--- config.mk ---
export PLATFORM = sky130hd
export DESIGN_NAME = sink_port_ctrl
export DESIGN_NICKNAME = d
export VERILOG_FILES = /design/src/rtl/sink_port_pkg.sv /design/src/rtl/sink_port_regs.sv /design/src/rtl/sink_port_edge.sv /design/src/rtl/sink_port_drive.sv /design/src/rtl/sink_port_ctrl.sv
export SDC_FILE = /design/constraint.sdc
export NUM_CORES = 1
export LEC_CHECK = 0
export BUFFER_PORTS_ARGS = -buffer_cell sky130_fd_sc_hd__clkbuf_2
export CAP_MARGIN = 10
export CORE_UTILIZATION = 30
export DETAILED_ROUTE_END_ITERATION = 16
export GPL_TIMING_DRIVEN = 1
export PLACE_DENSITY = 0.54
export SYNTH_ARGS = -nofsm -noshare
export SYNTH_HDL_FRONTEND = slang
export SYNTH_SLANG_ARGS = --single-unit
--- constraint.sdc ---
create_clock -name clk -period 1.4 [get_ports clk]
set_input_delay 0.35 -clock clk [delete_from_list [all_inputs] [get_ports clk]]
set_output_delay 0.35 -clock clk [all_outputs]
set_load 0.1 [all_outputs]
--- src/rtl/sink_port_pkg.sv ---
package sink_port_pkg;
  // Offsets of the control registers above the per-pin strength codes
  localparam int OFS_DATA = 0;
  localparam int OFS_IEN  = 1;
  localparam int OFS_POL  = 2;
  localparam int OFS_PEND = 3;
  localparam int OFS_LVL  = 4;
  localparam int OFS_GEN  = 5;
  localparam int N_CTRL   = 6;

  function automatic int addr_bits(input int npin);
    return $clog2(npin + N_CTRL);
  endfunction
endpackage

--- src/rtl/sink_port_regs.sv ---
module sink_port_regs
  import sink_port_pkg::*;
#(
  parameter int NPIN   = 8,
  parameter int CODE_W = 4,
  parameter int BUS_W  = 8,
  parameter int ADDR_W = 4
) (
  input  logic                     clk,
  input  logic                     rst,
  input  logic                     wr_en,
  input  logic                     rd_en,
  input  logic [ADDR_W-1:0]        addr,
  input  logic [BUS_W-1:0]         wdata,
  input  logic [NPIN-1:0]          lvl_i,
  input  logic [NPIN-1:0]          pend_i,
  output logic [NPIN-1:0]          data_q,
  output logic [NPIN-1:0]          ien_q,
  output logic [NPIN-1:0]          pol_q,
  output logic                     gen_q,
  output logic [NPIN-1:0]          clr_o,
  output logic [NPIN*CODE_W-1:0]   code_flat,
  output logic [BUS_W-1:0]         rdata
);
  localparam logic [ADDR_W-1:0] A_DATA = ADDR_W'(NPIN + OFS_DATA);
  localparam logic [ADDR_W-1:0] A_IEN  = ADDR_W'(NPIN + OFS_IEN);
  localparam logic [ADDR_W-1:0] A_POL  = ADDR_W'(NPIN + OFS_POL);
  localparam logic [ADDR_W-1:0] A_PEND = ADDR_W'(NPIN + OFS_PEND);
  localparam logic [ADDR_W-1:0] A_LVL  = ADDR_W'(NPIN + OFS_LVL);
  localparam logic [ADDR_W-1:0] A_GEN  = ADDR_W'(NPIN + OFS_GEN);

  logic [BUS_W-1:0] rd_mux;

  // per-pin strength code registers
  for (genvar i = 0; i < NPIN; i++) begin : g_code
    always_ff @(posedge clk) begin
      if (rst) begin
        code_flat[i*CODE_W +: CODE_W] <= '0;
      end else if (wr_en && addr == ADDR_W'(i)) begin
        code_flat[i*CODE_W +: CODE_W] <= wdata[CODE_W-1:0];
      end
    end
  end

  always_ff @(posedge clk) begin
    if (rst) begin
      data_q <= '1;
      ien_q  <= '0;
      pol_q  <= '0;
      gen_q  <= 1'b0;
    end else if (wr_en) begin
      if (addr == A_DATA) data_q <= wdata[NPIN-1:0];
      if (addr == A_IEN)  ien_q  <= wdata[NPIN-1:0];
      if (addr == A_POL)  pol_q  <= wdata[NPIN-1:0];
      if (addr == A_GEN)  gen_q  <= wdata[0];
    end
  end

  always_comb begin
    clr_o = '0;
    if (wr_en && addr == A_PEND) clr_o = wdata[NPIN-1:0];
  end

  always_comb begin
    rd_mux = '0;
    for (int i = 0; i < NPIN; i++) begin
      if (addr == ADDR_W'(i)) rd_mux = BUS_W'(code_flat[i*CODE_W +: CODE_W]);
    end
    case (addr)
      A_DATA:  rd_mux = BUS_W'(data_q);
      A_IEN:   rd_mux = BUS_W'(ien_q);
      A_POL:   rd_mux = BUS_W'(pol_q);
      A_PEND:  rd_mux = BUS_W'(pend_i);
      A_LVL:   rd_mux = BUS_W'(lvl_i);
      A_GEN:   rd_mux = BUS_W'(gen_q);
      default: ;
    endcase
  end

  always_ff @(posedge clk) begin
    if (rst)        rdata <= '0;
    else if (rd_en) rdata <= rd_mux;
    else            rdata <= '0;
  end
endmodule

--- src/rtl/sink_port_edge.sv ---
module sink_port_edge #(
  parameter int NPIN   = 8,
  parameter int SYNC_N = 2
) (
  input  logic            clk,
  input  logic            rst,
  input  logic [NPIN-1:0] pin_i,
  input  logic [NPIN-1:0] pol_i,
  input  logic [NPIN-1:0] clr_i,
  output logic [NPIN-1:0] lvl_o,
  output logic [NPIN-1:0] pend_o
);
  logic [NPIN-1:0] stg [SYNC_N];
  logic [NPIN-1:0] prev_q;
  logic [NPIN-1:0] hit;

  assign lvl_o = stg[SYNC_N-1];

  // rising edge for polarity 1, falling edge for polarity 0
  assign hit = (pol_i & lvl_o & ~prev_q) | (~pol_i & ~lvl_o & prev_q);

  always_ff @(posedge clk) begin
    if (rst) begin
      for (int k = 0; k < SYNC_N; k++) stg[k] <= '1;
      prev_q <= '1;
      pend_o <= '0;
    end else begin
      stg[0] <= pin_i;
      for (int k = 1; k < SYNC_N; k++) stg[k] <= stg[k-1];
      prev_q <= lvl_o;
      pend_o <= (pend_o & ~clr_i) | hit;
    end
  end
endmodule

--- src/rtl/sink_port_drive.sv ---
module sink_port_drive #(
  parameter int NPIN    = 8,
  parameter int CODE_W  = 4,
  parameter int HI_PINS = 2
) (
  input  logic                   clk,
  input  logic                   rst,
  input  logic [NPIN-1:0]        data_i,
  input  logic [NPIN*CODE_W-1:0] code_i,
  output logic [NPIN-1:0]        pu_en,
  output logic [NPIN-1:0]        snk_en,
  output logic [NPIN*CODE_W-1:0] snk_code,
  output logic [NPIN-1:0]        hi_range
);
  for (genvar i = 0; i < NPIN; i++) begin : g_pin
    localparam bit IS_HI = (i < HI_PINS);
    assign hi_range[i] = IS_HI;

    always_ff @(posedge clk) begin
      if (rst) begin
        pu_en[i]                     <= 1'b1;
        snk_en[i]                    <= 1'b0;
        snk_code[i*CODE_W +: CODE_W] <= '0;
      end else begin
        pu_en[i]                     <= data_i[i];
        snk_en[i]                    <= ~data_i[i];
        snk_code[i*CODE_W +: CODE_W] <= code_i[i*CODE_W +: CODE_W];
      end
    end
  end
endmodule

--- src/rtl/sink_port_ctrl.sv ---
module sink_port_ctrl
  import sink_port_pkg::*;
#(
  parameter int NPIN    = 8,
  parameter int CODE_W  = 4,
  parameter int BUS_W   = 8,
  parameter int HI_PINS = 2,
  parameter int SYNC_N  = 2,
  localparam int ADDR_W = addr_bits(NPIN)
) (
  input  logic                   clk,
  input  logic                   rst,
  input  logic                   wr_en,
  input  logic                   rd_en,
  input  logic [ADDR_W-1:0]      addr,
  input  logic [BUS_W-1:0]       wdata,
  output logic [BUS_W-1:0]       rdata,
  input  logic [NPIN-1:0]        pin_in,
  output logic [NPIN-1:0]        pu_en,
  output logic [NPIN-1:0]        snk_en,
  output logic [NPIN*CODE_W-1:0] snk_code,
  output logic [NPIN-1:0]        hi_range,
  output logic                   irq
);
  logic [NPIN-1:0]        data_q, ien_q, pol_q, clr, lvl, pend_q;
  logic                   gen_q;
  logic [NPIN*CODE_W-1:0] code_flat;

  sink_port_regs #(
    .NPIN(NPIN), .CODE_W(CODE_W), .BUS_W(BUS_W), .ADDR_W(ADDR_W)
  ) u_regs (
    .clk(clk), .rst(rst), .wr_en(wr_en), .rd_en(rd_en), .addr(addr),
    .wdata(wdata), .lvl_i(lvl), .pend_i(pend_q), .data_q(data_q),
    .ien_q(ien_q), .pol_q(pol_q), .gen_q(gen_q), .clr_o(clr),
    .code_flat(code_flat), .rdata(rdata)
  );

  sink_port_edge #(
    .NPIN(NPIN), .SYNC_N(SYNC_N)
  ) u_edge (
    .clk(clk), .rst(rst), .pin_i(pin_in), .pol_i(pol_q), .clr_i(clr),
    .lvl_o(lvl), .pend_o(pend_q)
  );

  sink_port_drive #(
    .NPIN(NPIN), .CODE_W(CODE_W), .HI_PINS(HI_PINS)
  ) u_drive (
    .clk(clk), .rst(rst), .data_i(data_q), .code_i(code_flat),
    .pu_en(pu_en), .snk_en(snk_en), .snk_code(snk_code), .hi_range(hi_range)
  );

  always_ff @(posedge clk) begin
    if (rst) irq <= 1'b0;
    else     irq <= gen_q & (|(pend_q & ien_q));
  end
endmodule

==> metrics.txt, run 1 <==
# TYPE chip_impl_metric gauge
chip_impl_info{name="run_status",value="finished clean"} 1
chip_impl_metric{name="insertedDiodeCount",unit=""} 0
chip_impl_metric{name="post_cts_buffers",unit=""} 0
chip_impl_info{name="worst_path_max_delay_cell",value="sky130_fd_sc_hd__dfxtp_1"} 1
chip_impl_metric{name="num_vias",unit=""} 4245
chip_impl_metric{name="multi_input_area",unit="sq mm"} 0.00239
chip_impl_info{name="synth-main-ff-cell",value="sky130_fd_sc_hd__dfxtp_1"} 1
chip_impl_metric{name="drt_iter0_drc",unit=""} 241
chip_impl_metric{name="route.antenna.remaining_nets",unit=""} 0
chip_impl_metric{name="place.port_buffers",unit=""} 80
chip_impl_metric{name="cts.sinks",unit=""} 146
chip_impl_metric{name="clk-insertion-delay-late",unit="ns"} 0.43
chip_impl_metric{name="dp.final_hpwl",unit="um"} 10200
chip_impl_metric{name="maxCapViolCount",unit=""} 0
chip_impl_metric{name="area.growth.synth_to_final",unit="%"} 45.5
chip_impl_metric{name="ys_types",unit=""} 54
chip_impl_metric{name="timing.critical_path.depth",unit=""} 1
chip_impl_info{name="critical_path.startpoint_type",value="flip-flop"} 1
chip_impl_info{name="hold_start",value="pin_in[6]"} 1
chip_impl_info{name="hold-path-endpoint",value="u_edge.stg[0][6]$_SDFF_PP1_"} 1
chip_impl_metric{name="timing_hold_violations_final",unit=""} 0
chip_impl_metric{name="finalWirelength",unit="um"} 13700
chip_impl_metric{name="routed_wire_length_per_instance",unit="um"} 14.8
chip_impl_metric{name="place.gp.congestion",unit=""} 0.872
chip_impl_metric{name="tns",unit="ns"} 0
chip_impl_metric{name="flop_and_latch_count_out_of_synthesis",unit=""} 146
chip_impl_metric{name="stdcell_area",unit="sq mm"} 0.00807
chip_impl_metric{name="synth-edff-count",unit=""} 0
chip_impl_metric{name="ys_seq_area_share",unit="%"} 52.7
chip_impl_metric{name="share_of_the_core_filled_with_cells_in_the_final_layout",unit="%"} 44.8
chip_impl_metric{name="met1Wirelength",unit="um"} 5930
chip_impl_metric{name="fin_skew",unit="ns"} 0.0129
chip_impl_metric{name="cts.reportedPaths.clkPinSlew",unit="ns"} 0.07
chip_impl_metric{name="drive_above_1_share",unit="%"} 33.6
chip_impl_metric{name="antenna_found_initial",unit=""} 0
chip_impl_info{name="synthMostInstantiatedCell",value="sky130_fd_sc_hd__dfxtp_1"} 1
chip_impl_metric{name="timing.hold.worst_path_depth",unit=""} 2
chip_impl_metric{name="power",unit="mW"} 9.80
chip_impl_metric{name="vdd_ir_drop_max",unit="V"} 0.000827
chip_impl_metric{name="crit_fanout",unit=""} 1
chip_impl_metric{name="path_buf_inv",unit=""} 1
chip_impl_metric{name="final.fill_count",unit=""} 1713
chip_impl_info{name="worst_path_dominant_cell_family",value="flip-flops"} 1
chip_impl_metric{name="critical_path_required",unit="ns"} 1.05
chip_impl_info{name="synth.area.top_cells",value="sky130_fd_sc_hd__dfxtp_1 (53%), sky130_fd_sc_hd__mux2i_1 (8.5%), sky130_fd_sc_hd__nor2b_1 (5.1%)"} 1
chip_impl_metric{name="timing.final.setup_violations",unit=""} 0
chip_impl_metric{name="gr-usage-all-layers",unit="%"} 15.1
chip_impl_metric{name="ys.warnings.count",unit=""} 0
chip_impl_metric{name="rr_worst_depth",unit=""} 5
chip_impl_metric{name="die_width",unit="um"} 138
chip_impl_info{name="synth_top_cells_by_count",value="sky130_fd_sc_hd__dfxtp_1 (146), sky130_fd_sc_hd__nor2_1 (69), sky130_fd_sc_hd__mux2i_1 (47), sky130_fd_sc_hd__nor2b_1 (45), sky130_fd_sc_hd__nand2_1 (40)"} 1
chip_impl_metric{name="io_pins",unit=""} 89
chip_impl_metric{name="synth_cells",unit=""} 566
chip_impl_metric{name="cts_h_tree_depth",unit=""} 4
chip_impl_info{name="tritoncts",value="done"} 1
chip_impl_metric{name="fp.coreArea",unit="sq mm"} 0.0180
chip_impl_info{name="clockRootBuffer",value="sky130_fd_sc_hd__clkbuf_16"} 1
chip_impl_info{name="hp-class",value="primary input to flip-flop"} 1
chip_impl_info{name="rr_endpoint",value="u_regs.rdata[1]$_SDFF_PP0_"} 1
chip_impl_metric{name="met3RoutedLength",unit="um"} 742
chip_impl_metric{name="p_per_area",unit="mW/mm^2"} 1210
chip_impl_metric{name="r2r_slack",unit="ns"} 0.08
chip_impl_metric{name="finish.net_count",unit=""} 713
chip_impl_metric{name="drt-pass1-iter-count",unit=""} 4
chip_impl_info{name="grt_setup_unrepaired",value="false"} 1
chip_impl_metric{name="p_leak",unit="nW"} 3.18
chip_impl_metric{name="initial_core_util",unit="%"} 30.8
chip_impl_metric{name="remaining_routing_drc_violations",unit=""} 0
chip_impl_info{name="topRoutingLayerUsed",value="met4"} 1
chip_impl_info{name="regToRegStartpoint",value="u_regs.code_flat[1]$_SDFFE_PP0P_"} 1
chip_impl_metric{name="vias_per_cell",unit=""} 4.56
chip_impl_metric{name="global_route.overflow_total",unit=""} 0
chip_impl_metric{name="fin_crit_sh",unit="%"} 96.2
chip_impl_metric{name="cts_hold_buf",unit=""} 0
chip_impl_metric{name="synth_top_cell_area_share",unit="%"} 52.7
chip_impl_metric{name="ys_async_sr_fraction",unit="%"} 0
chip_impl_metric{name="grt_max_degree",unit=""} 59
chip_impl_metric{name="worst_ep_arrival_time",unit="ns"} 1.00
chip_impl_metric{name="cts_made_buffers",unit=""} 17
chip_impl_info{name="crit_path_cell_trace",value="buf_12"} 1
chip_impl_metric{name="timing.final.max_slew_violations",unit=""} 0
chip_impl_metric{name="synth.cell_area",unit="sq mm"} 0.00555
chip_impl_metric{name="synth_area_per_cell",unit="sq um"} 9.81
chip_impl_metric{name="area.sequential",unit="sq mm"} 0.00293
chip_impl_metric{name="wl_met2",unit="um"} 6820
chip_impl_info{name="yosysTopAreaCell",value="sky130_fd_sc_hd__dfxtp_1"} 1
chip_impl_metric{name="maxClockFrequency",unit="MHz"} 743
chip_impl_metric{name="finalWorstPathRequiredPeriod",unit="ns"} 1.35
chip_impl_metric{name="placement.cell_area",unit="sq mm"} 0.00746
chip_impl_info{name="crit_type",value="flip-flop to output pin"} 1
chip_impl_metric{name="fp-row-count",unit=""} 49
chip_impl_info{name="critical_path.endpoint_type",value="output pin"} 1
chip_impl_metric{name="grt_pass1_wl",unit="um"} 22200
chip_impl_metric{name="first_global_vias",unit=""} 4153
chip_impl_metric{name="die_area",unit="sq mm"} 0.0190
chip_impl_metric{name="peak_per_stage_delay_on_the_critical_path",unit="ns"} 0.38
chip_impl_metric{name="max_root_sink_buffers",unit=""} 2
chip_impl_metric{name="chipHeight",unit="um"} 138
[registers in the layout, indices dropped and copies added (netlist names)]
name,flops
u_regs.rdata,8
u_edge.stg,16
u_drive.snk_en,8
u_regs.ien_q,8
u_edge.pend_o,8
u_regs.data_q,8
u_drive.snk_code,32
u_regs.pol_q,8
u_regs.gen_q,1
u_drive.pu_en,8
u_regs.code_flat,32
irq,1
u_edge.prev_q,8
[worst reg2reg max path: cells and delay by family, from the launching register on]
| kind | cells | cell delay (ns) |
|---|---|---|
| AO/OA/AOI/OAI | 4 | 0.84 |
| flip-flops | 1 | 0.35 |
| AND/OR/NAND/NOR | 1 | 0.06 |
[how the worst max path moves through the flow]
stage	startpoint	endpoint	slack, ns
after floorplan	addr[0]	u_regs.pol_q[1]$_SDFFE_PP0P_	-0.05
after global placement	addr[1]	u_regs.rdata[1]$_SDFF_PP0_	-0.38
after detailed placement	addr[1]	u_regs.rdata[1]$_SDFF_PP0_	-0.38
after CTS	u_regs.rdata[3]$_SDFF_PP0_	rdata[3]	0.02
after global routing	u_regs.code_flat[13]$_SDFFE_PP0P_	u_regs.rdata[1]$_SDFF_PP0_	0.005
final	u_regs.rdata[3]$_SDFF_PP0_	rdata[3]	0.05
[cells in the final DEF (no fill, tap or decap), types with 6 or more instances in the layout]
master                      instances
sky130_fd_sc_hd__inv_1             11
sky130_fd_sc_hd__clkbuf_16         17
sky130_fd_sc_hd__clkbuf_2          21
sky130_fd_sc_hd__nor2b_1           44
sky130_fd_sc_hd__nand2_1           40
sky130_fd_sc_hd__mux2i_1           47
sky130_fd_sc_hd__a211o_1            8
sky130_fd_sc_hd__a221oi_1          10
sky130_fd_sc_hd__or2_2             31
sky130_fd_sc_hd__nor2_1            69
sky130_fd_sc_hd__dfxtp_1          142
sky130_fd_sc_hd__nand3_1           19
sky130_fd_sc_hd__buf_12            64
sky130_fd_sc_hd__o21ai_0            8
sky130_fd_sc_hd__conb_1             8
sky130_fd_sc_hd__a21oi_1           24
sky130_fd_sc_hd__buf_4             57
sky130_fd_sc_hd__mux2_2             6
[layout make-up]
cell class	instances	share of cell area [%]
tap	229	3.55
inverter	11	0.511
clock buffer	18	5.44
multi-input combinational	370	29.6
timing repair buffer	143	22.6
sequential	146	36.3
clock inverter	14	2.06
[power by group]
part	leakage [nW]	switching, mW	internal, mW
logic	1.71	0.554	0.350
registers	1.19	0.0620	4.24
clock network	0.288	1.87	2.72
[stage by stage]
| step | setup WS (ns) | hold WS (ns) | instances |
|---|---|---|---|
| floorplan | -0.0451 | 0.389 | 572 |
| global placement | -0.384 | 0.392 | 899 |
| detailed placement | -0.378 | 0.394 | 899 |
| CTS | 0.0236 | 0.0834 | 931 |
| global route | 0.00513 | 0.0832 | 931 |
| finish | 0.0535 | 0.0965 | 931 |
[per-layer routing]
layer,vias up,GRT usage (%)
li1,2138,-
met1,1973,18.0
met2,116,25.4
met3,18,4.64
met4,0,5.96
met5,-,0
[timing repair]
action | CTS | global route
endpoints found under the setup margin | 2 | 2
pin swaps | 0 | 1
gates resized for setup | 2 | 5
[cells by family after synthesis]
| kind of cell | count (synthesis) | synth area share (%) |
|---|---|---|
| AOI/OAI and AO/OA | 77 | 9.67 |
| buffers and inverters | 56 | 5.14 |
| DFF | 146 | 52.7 |
| muxes | 56 | 10.9 |
| other | 2 | 0.135 |
| and+or+nand+nor | 229 | 21.5 |
Note: power is estimated with default switching activity, not from simulation.
==> run 2: changes to the inputs <==
SYNTH_HIERARCHICAL = 1   (was unset)
==> run 2 against run 1 <==
The run now ends with DRC, setup timing left. Final area fell by 2.1%. Critical path depth is 2 higher. Utilization fell by 1.2 points. Routed wire length up 1.9%. Sequential share of layout area rose by 0.75 points. Combinational power shrank 7.5%. First-iteration DRC count rose by 44%. Synthesized cell count rose by 4.4%. Worst setup slack worse by 0.10 ns. Critical path type is now flip-flop to flip-flop. Largest power group unchanged.
==> metrics.txt, run 2 <==
# TYPE chip_impl_metric gauge
chip_impl_metric{name="p_per_area",unit="mW/mm^2"} 1210
chip_impl_info{name="critical_path.endpoint_type",value="flip-flop"} 1
chip_impl_metric{name="final.fill_count",unit=""} 1789
chip_impl_info{name="hold_start",value="pin_in[0]"} 1
chip_impl_metric{name="cts_made_buffers",unit=""} 17
chip_impl_metric{name="finalWorstPathRequiredPeriod",unit="ns"} 1.45
chip_impl_metric{name="drive_above_1_share",unit="%"} 26.1
chip_impl_metric{name="route.antenna.remaining_nets",unit=""} 0
chip_impl_metric{name="postLayoutSetupSlackWorst",unit="ns"} -0.0465
chip_impl_metric{name="r2r_slack",unit="ns"} -0.05
chip_impl_metric{name="io_pins",unit=""} 89
chip_impl_info{name="global_route.peak_usage_layer",value="met2"} 1
chip_impl_metric{name="die_area",unit="sq mm"} 0.0193
chip_impl_metric{name="grt_pass1_wl",unit="um"} 22300
chip_impl_metric{name="gr-usage-all-layers",unit="%"} 14.9
chip_impl_metric{name="place.port_buffers",unit=""} 80
chip_impl_metric{name="grt_util_met3",unit="%"} 3.87
chip_impl_info{name="yosysTopAreaCell",value="sky130_fd_sc_hd__dfxtp_1"} 1
chip_impl_metric{name="grt_max_degree",unit=""} 65
chip_impl_info{name="synth.area.top_cells",value="sky130_fd_sc_hd__dfxtp_1 (52%), sky130_fd_sc_hd__nand2_1 (4.7%), sky130_fd_sc_hd__nor2b_1 (4.4%)"} 1
chip_impl_info{name="tritoncts",value="done"} 1
chip_impl_metric{name="muxShareOfSynthArea",unit="%"} 6.78
chip_impl_metric{name="drt-pass1-iter-count",unit=""} 12
chip_impl_metric{name="maxCapViolCount",unit=""} 0
chip_impl_metric{name="synth.cell_area",unit="sq mm"} 0.00563
chip_impl_metric{name="multi_input_area",unit="sq mm"} 0.00241
chip_impl_metric{name="clk-insertion-delay-late",unit="ns"} 0.42
chip_impl_metric{name="ys_seq_area_share",unit="%"} 51.9
chip_impl_metric{name="p_leak",unit="nW"} 3.04
chip_impl_metric{name="vdd_ir_drop_max",unit="V"} 0.000805
chip_impl_metric{name="timing_hold_violations_final",unit=""} 0
chip_impl_metric{name="num_vias",unit=""} 4440
chip_impl_metric{name="max_root_sink_buffers",unit=""} 2
chip_impl_metric{name="crit_fanout",unit=""} 2
chip_impl_metric{name="cts.sinks",unit=""} 146
chip_impl_info{name="failed_checks",value="DRC, setup timing"} 1
chip_impl_metric{name="synth-compound-area-share",unit="%"} 11.9
chip_impl_info{name="synth-main-ff-cell",value="sky130_fd_sc_hd__dfxtp_1"} 1
chip_impl_metric{name="rr_worst_depth",unit=""} 3
chip_impl_metric{name="cts_h_tree_depth",unit=""} 4
chip_impl_metric{name="worst_ep_arrival_time",unit="ns"} 1.76
chip_impl_metric{name="post_cts_buffers",unit=""} 0
chip_impl_metric{name="finish.net_count",unit=""} 717
chip_impl_info{name="largest_family_of_logic_cells_by_synthesized_area",value="simple AND/OR/NAND/NOR gates"} 1
chip_impl_metric{name="dp.final_hpwl",unit="um"} 10200
chip_impl_metric{name="ys.warnings.count",unit=""} 6
chip_impl_metric{name="met1_usage",unit="%"} 19.1
chip_impl_metric{name="ys_async_sr_fraction",unit="%"} 0
chip_impl_info{name="critical_path.startpoint_type",value="flip-flop"} 1
chip_impl_metric{name="area.growth.synth_to_final",unit="%"} 40.4
chip_impl_metric{name="drt_iter0_drc",unit=""} 346
chip_impl_metric{name="timing.final.setup_violations",unit=""} 1
chip_impl_metric{name="routed_wire_length_per_instance",unit="um"} 15.0
chip_impl_metric{name="stdcell_area",unit="sq mm"} 0.00790
chip_impl_metric{name="die_width",unit="um"} 139
chip_impl_info{name="regToRegStartpoint",value="u_regs/code_flat[13]$_SDFFE_PP0P_"} 1
chip_impl_metric{name="cts_hold_buf",unit=""} 0
chip_impl_info{name="hold-path-endpoint",value="u_edge/stg[0][0]$_SDFF_PP1_"} 1
chip_impl_metric{name="timing.hold.worst_path_depth",unit=""} 2
chip_impl_metric{name="gr-usage-met2",unit="%"} 23.3
chip_impl_metric{name="ys_types",unit=""} 48
chip_impl_metric{name="synth-xor-area-share",unit="%"} 0
chip_impl_metric{name="synth_area_per_cell",unit="sq um"} 9.53
chip_impl_metric{name="critical_path_required",unit="ns"} 1.71
chip_impl_metric{name="maxClockFrequency",unit="MHz"} 691
chip_impl_metric{name="remaining_routing_drc_violations",unit=""} 1
chip_impl_metric{name="flop_and_latch_count_out_of_synthesis",unit=""} 146
chip_impl_info{name="rr_endpoint",value="u_regs/rdata[1]$_SDFF_PP0_"} 1
chip_impl_info{name="highest_count_cells_in_the_layout_ignoring_fill_and_taps",value="sky130_fd_sc_hd__dfxtp_1 (144), sky130_fd_sc_hd__nand2_1 (70), sky130_fd_sc_hd__buf_12 (60), sky130_fd_sc_hd__buf_4 (50), sky130_fd_sc_hd__a21oi_1 (49)"} 1
chip_impl_metric{name="initial_core_util",unit="%"} 31.0
chip_impl_metric{name="synth-edff-count",unit=""} 0
chip_impl_info{name="clockRootBuffer",value="sky130_fd_sc_hd__clkbuf_16"} 1
chip_impl_metric{name="synth_top_cell_area_share",unit="%"} 51.9
chip_impl_metric{name="synth_cells",unit=""} 591
chip_impl_info{name="layout_commonest_cell",value="sky130_fd_sc_hd__dfxtp_1"} 1
chip_impl_info{name="reg.largest.list",value="u_drive/snk_code: 32 flops, u_regs/code_flat: 32 flops, u_edge/stg: 16 flops"} 1
chip_impl_metric{name="area.sequential",unit="sq mm"} 0.00293
chip_impl_metric{name="insertedDiodeCount",unit=""} 0
chip_impl_metric{name="synth_area_in_adders",unit="%"} 0
chip_impl_info{name="grt_setup_unrepaired",value="true"} 1
chip_impl_metric{name="finalWirelength",unit="um"} 14000
chip_impl_metric{name="vias_per_cell",unit=""} 4.75
chip_impl_info{name="hp-class",value="primary input to flip-flop"} 1
chip_impl_metric{name="fp-row-count",unit=""} 49
chip_impl_metric{name="first_global_vias",unit=""} 4151
chip_impl_metric{name="placement.cell_area",unit="sq mm"} 0.00731
chip_impl_metric{name="fp.coreArea",unit="sq mm"} 0.0181
chip_impl_metric{name="yosys.area_share.simple",unit="%"} 23.4
chip_impl_info{name="cp-startpoint",value="u_regs/code_flat[13]$_SDFFE_PP0P_"} 1
chip_impl_metric{name="global_route.overflow_total",unit=""} 0
chip_impl_metric{name="fin_crit_sh",unit="%"} 103
chip_impl_info{name="synthMostInstantiatedCell",value="sky130_fd_sc_hd__dfxtp_1"} 1
chip_impl_metric{name="antenna_found_initial",unit=""} 0
chip_impl_metric{name="fin_skew",unit="ns"} 0.00759
chip_impl_metric{name="cts.reportedPaths.clkPinSlew",unit="ns"} 0.06
chip_impl_info{name="crit_type",value="flip-flop to flip-flop"} 1
chip_impl_metric{name="chipHeight",unit="um"} 139
chip_impl_metric{name="place.gp.congestion",unit=""} 0.887
chip_impl_metric{name="timing.final.max_slew_violations",unit=""} 0
chip_impl_info{name="synth_top_cells_by_count",value="sky130_fd_sc_hd__dfxtp_1 (146), sky130_fd_sc_hd__nand2_1 (70), sky130_fd_sc_hd__a21oi_1 (49), sky130_fd_sc_hd__nor2b_1 (40), sky130_fd_sc_hd__or2_1 (32)"} 1
chip_impl_metric{name="preCtsSetupSlack",unit="ns"} -0.317
chip_impl_info{name="run_status",value="finished with violations"} 1
run 2: cell count changes after synthesis, moves of 10 or more:
cell and delta:
sky130_fd_sc_hd__a21oi_1 +25, sky130_fd_sc_hd__mux2i_1 -28, sky130_fd_sc_hd__inv_1 -10, sky130_fd_sc_hd__nand2_1 +30, sky130_fd_sc_hd__nor2_1 -42, sky130_fd_sc_hd__nand3b_1 +18, sky130_fd_sc_hd__o21ai_0 +23, sky130_fd_sc_hd__or2_1 +32
sky130_fd_sc_hd__a221oi_1 -12, sky130_fd_sc_hd__or2_2 -31
run 2: layer usage:
layer | vias to the layer above | share of wire [%]
met2 | 153 | 46
li1 | 2198 | -
met3 | 30 | 5.6
met4 | 0 | 2.5
met5 | - | 0
met1 | 2059 | 46
run 2: kinds of logic after synthesis:
group,after synthesis
DFF,146
other,2
buffers and inverters,57
AOI/OAI and AO/OA,113
muxes,30
and+or+nand+nor,243
run 2: how the worst max path moves through the flow:
stage	end	slack [ns]	depth (start not counted)
floorplan	u_regs/rdata[1]$_SDFF_PP0_	-0.12	4
global placement	u_regs/code_flat[13]$_SDFFE_PP0P_	-0.31	7
detailed placement	u_regs/code_flat[25]$_SDFFE_PP0P_	-0.32	7
CTS	u_regs/rdata[1]$_SDFF_PP0_	-0.05	3
global route	u_regs/rdata[1]$_SDFF_PP0_	-0.08	3
finish	u_regs/rdata[1]$_SDFF_PP0_	-0.05	3
run 2: through the flow:
stage	utilization [%]	setup TNS [ns]	power [mW]	std cells	hold slack (ns)
final	43.6	-0.0465	9.59	935	0.0956
after global routing	43.6	-0.0816	9.95	935	0.0806
after CTS	43.5	-0.0479	9.69	935	0.0739
after detailed placement	40.3	-15.26	5.23	903	0.392
after global placement	40.3	-12.68	5.21	903	0.390
after floorplan	-	-0.366	4.95	597	0.383
run 2: where the power goes:
| part | switching (mW) | internal [mW] | leakage (nW) |
|---|---|---|---|
| Clock | 1.74 | 2.71 | 0.271 |
| Combinational | 0.534 | 0.302 | 1.58 |
| Sequential | 0.0667 | 4.24 | 1.19 |
| Total | 2.34 | 7.25 | 3.04 |
run 2: layout make-up:
cell class,instances,share of cell area (%)
flip-flops and latches,146,37.0
clock inverters,12,1.68
multi-input cells,394,30.5
inverters,2,0.0950
repair buffers,132,21.3
clock buffers,20,5.78
well taps,229,3.63
run 2: critical path, cell delays in order (launching register included):
cell                      delay, ns
sky130_fd_sc_hd__dfxtp_2       0.33
sky130_fd_sc_hd__mux4_2        0.47
sky130_fd_sc_hd__mux2_2        0.28
sky130_fd_sc_hd__o221a_1       0.25
run 2: timing repair:
item                                   in CTS  in global routing
endpoints found under the hold margin       0                  0
resized for setup                           2                  1
setup endpoints to repair                   2                  2
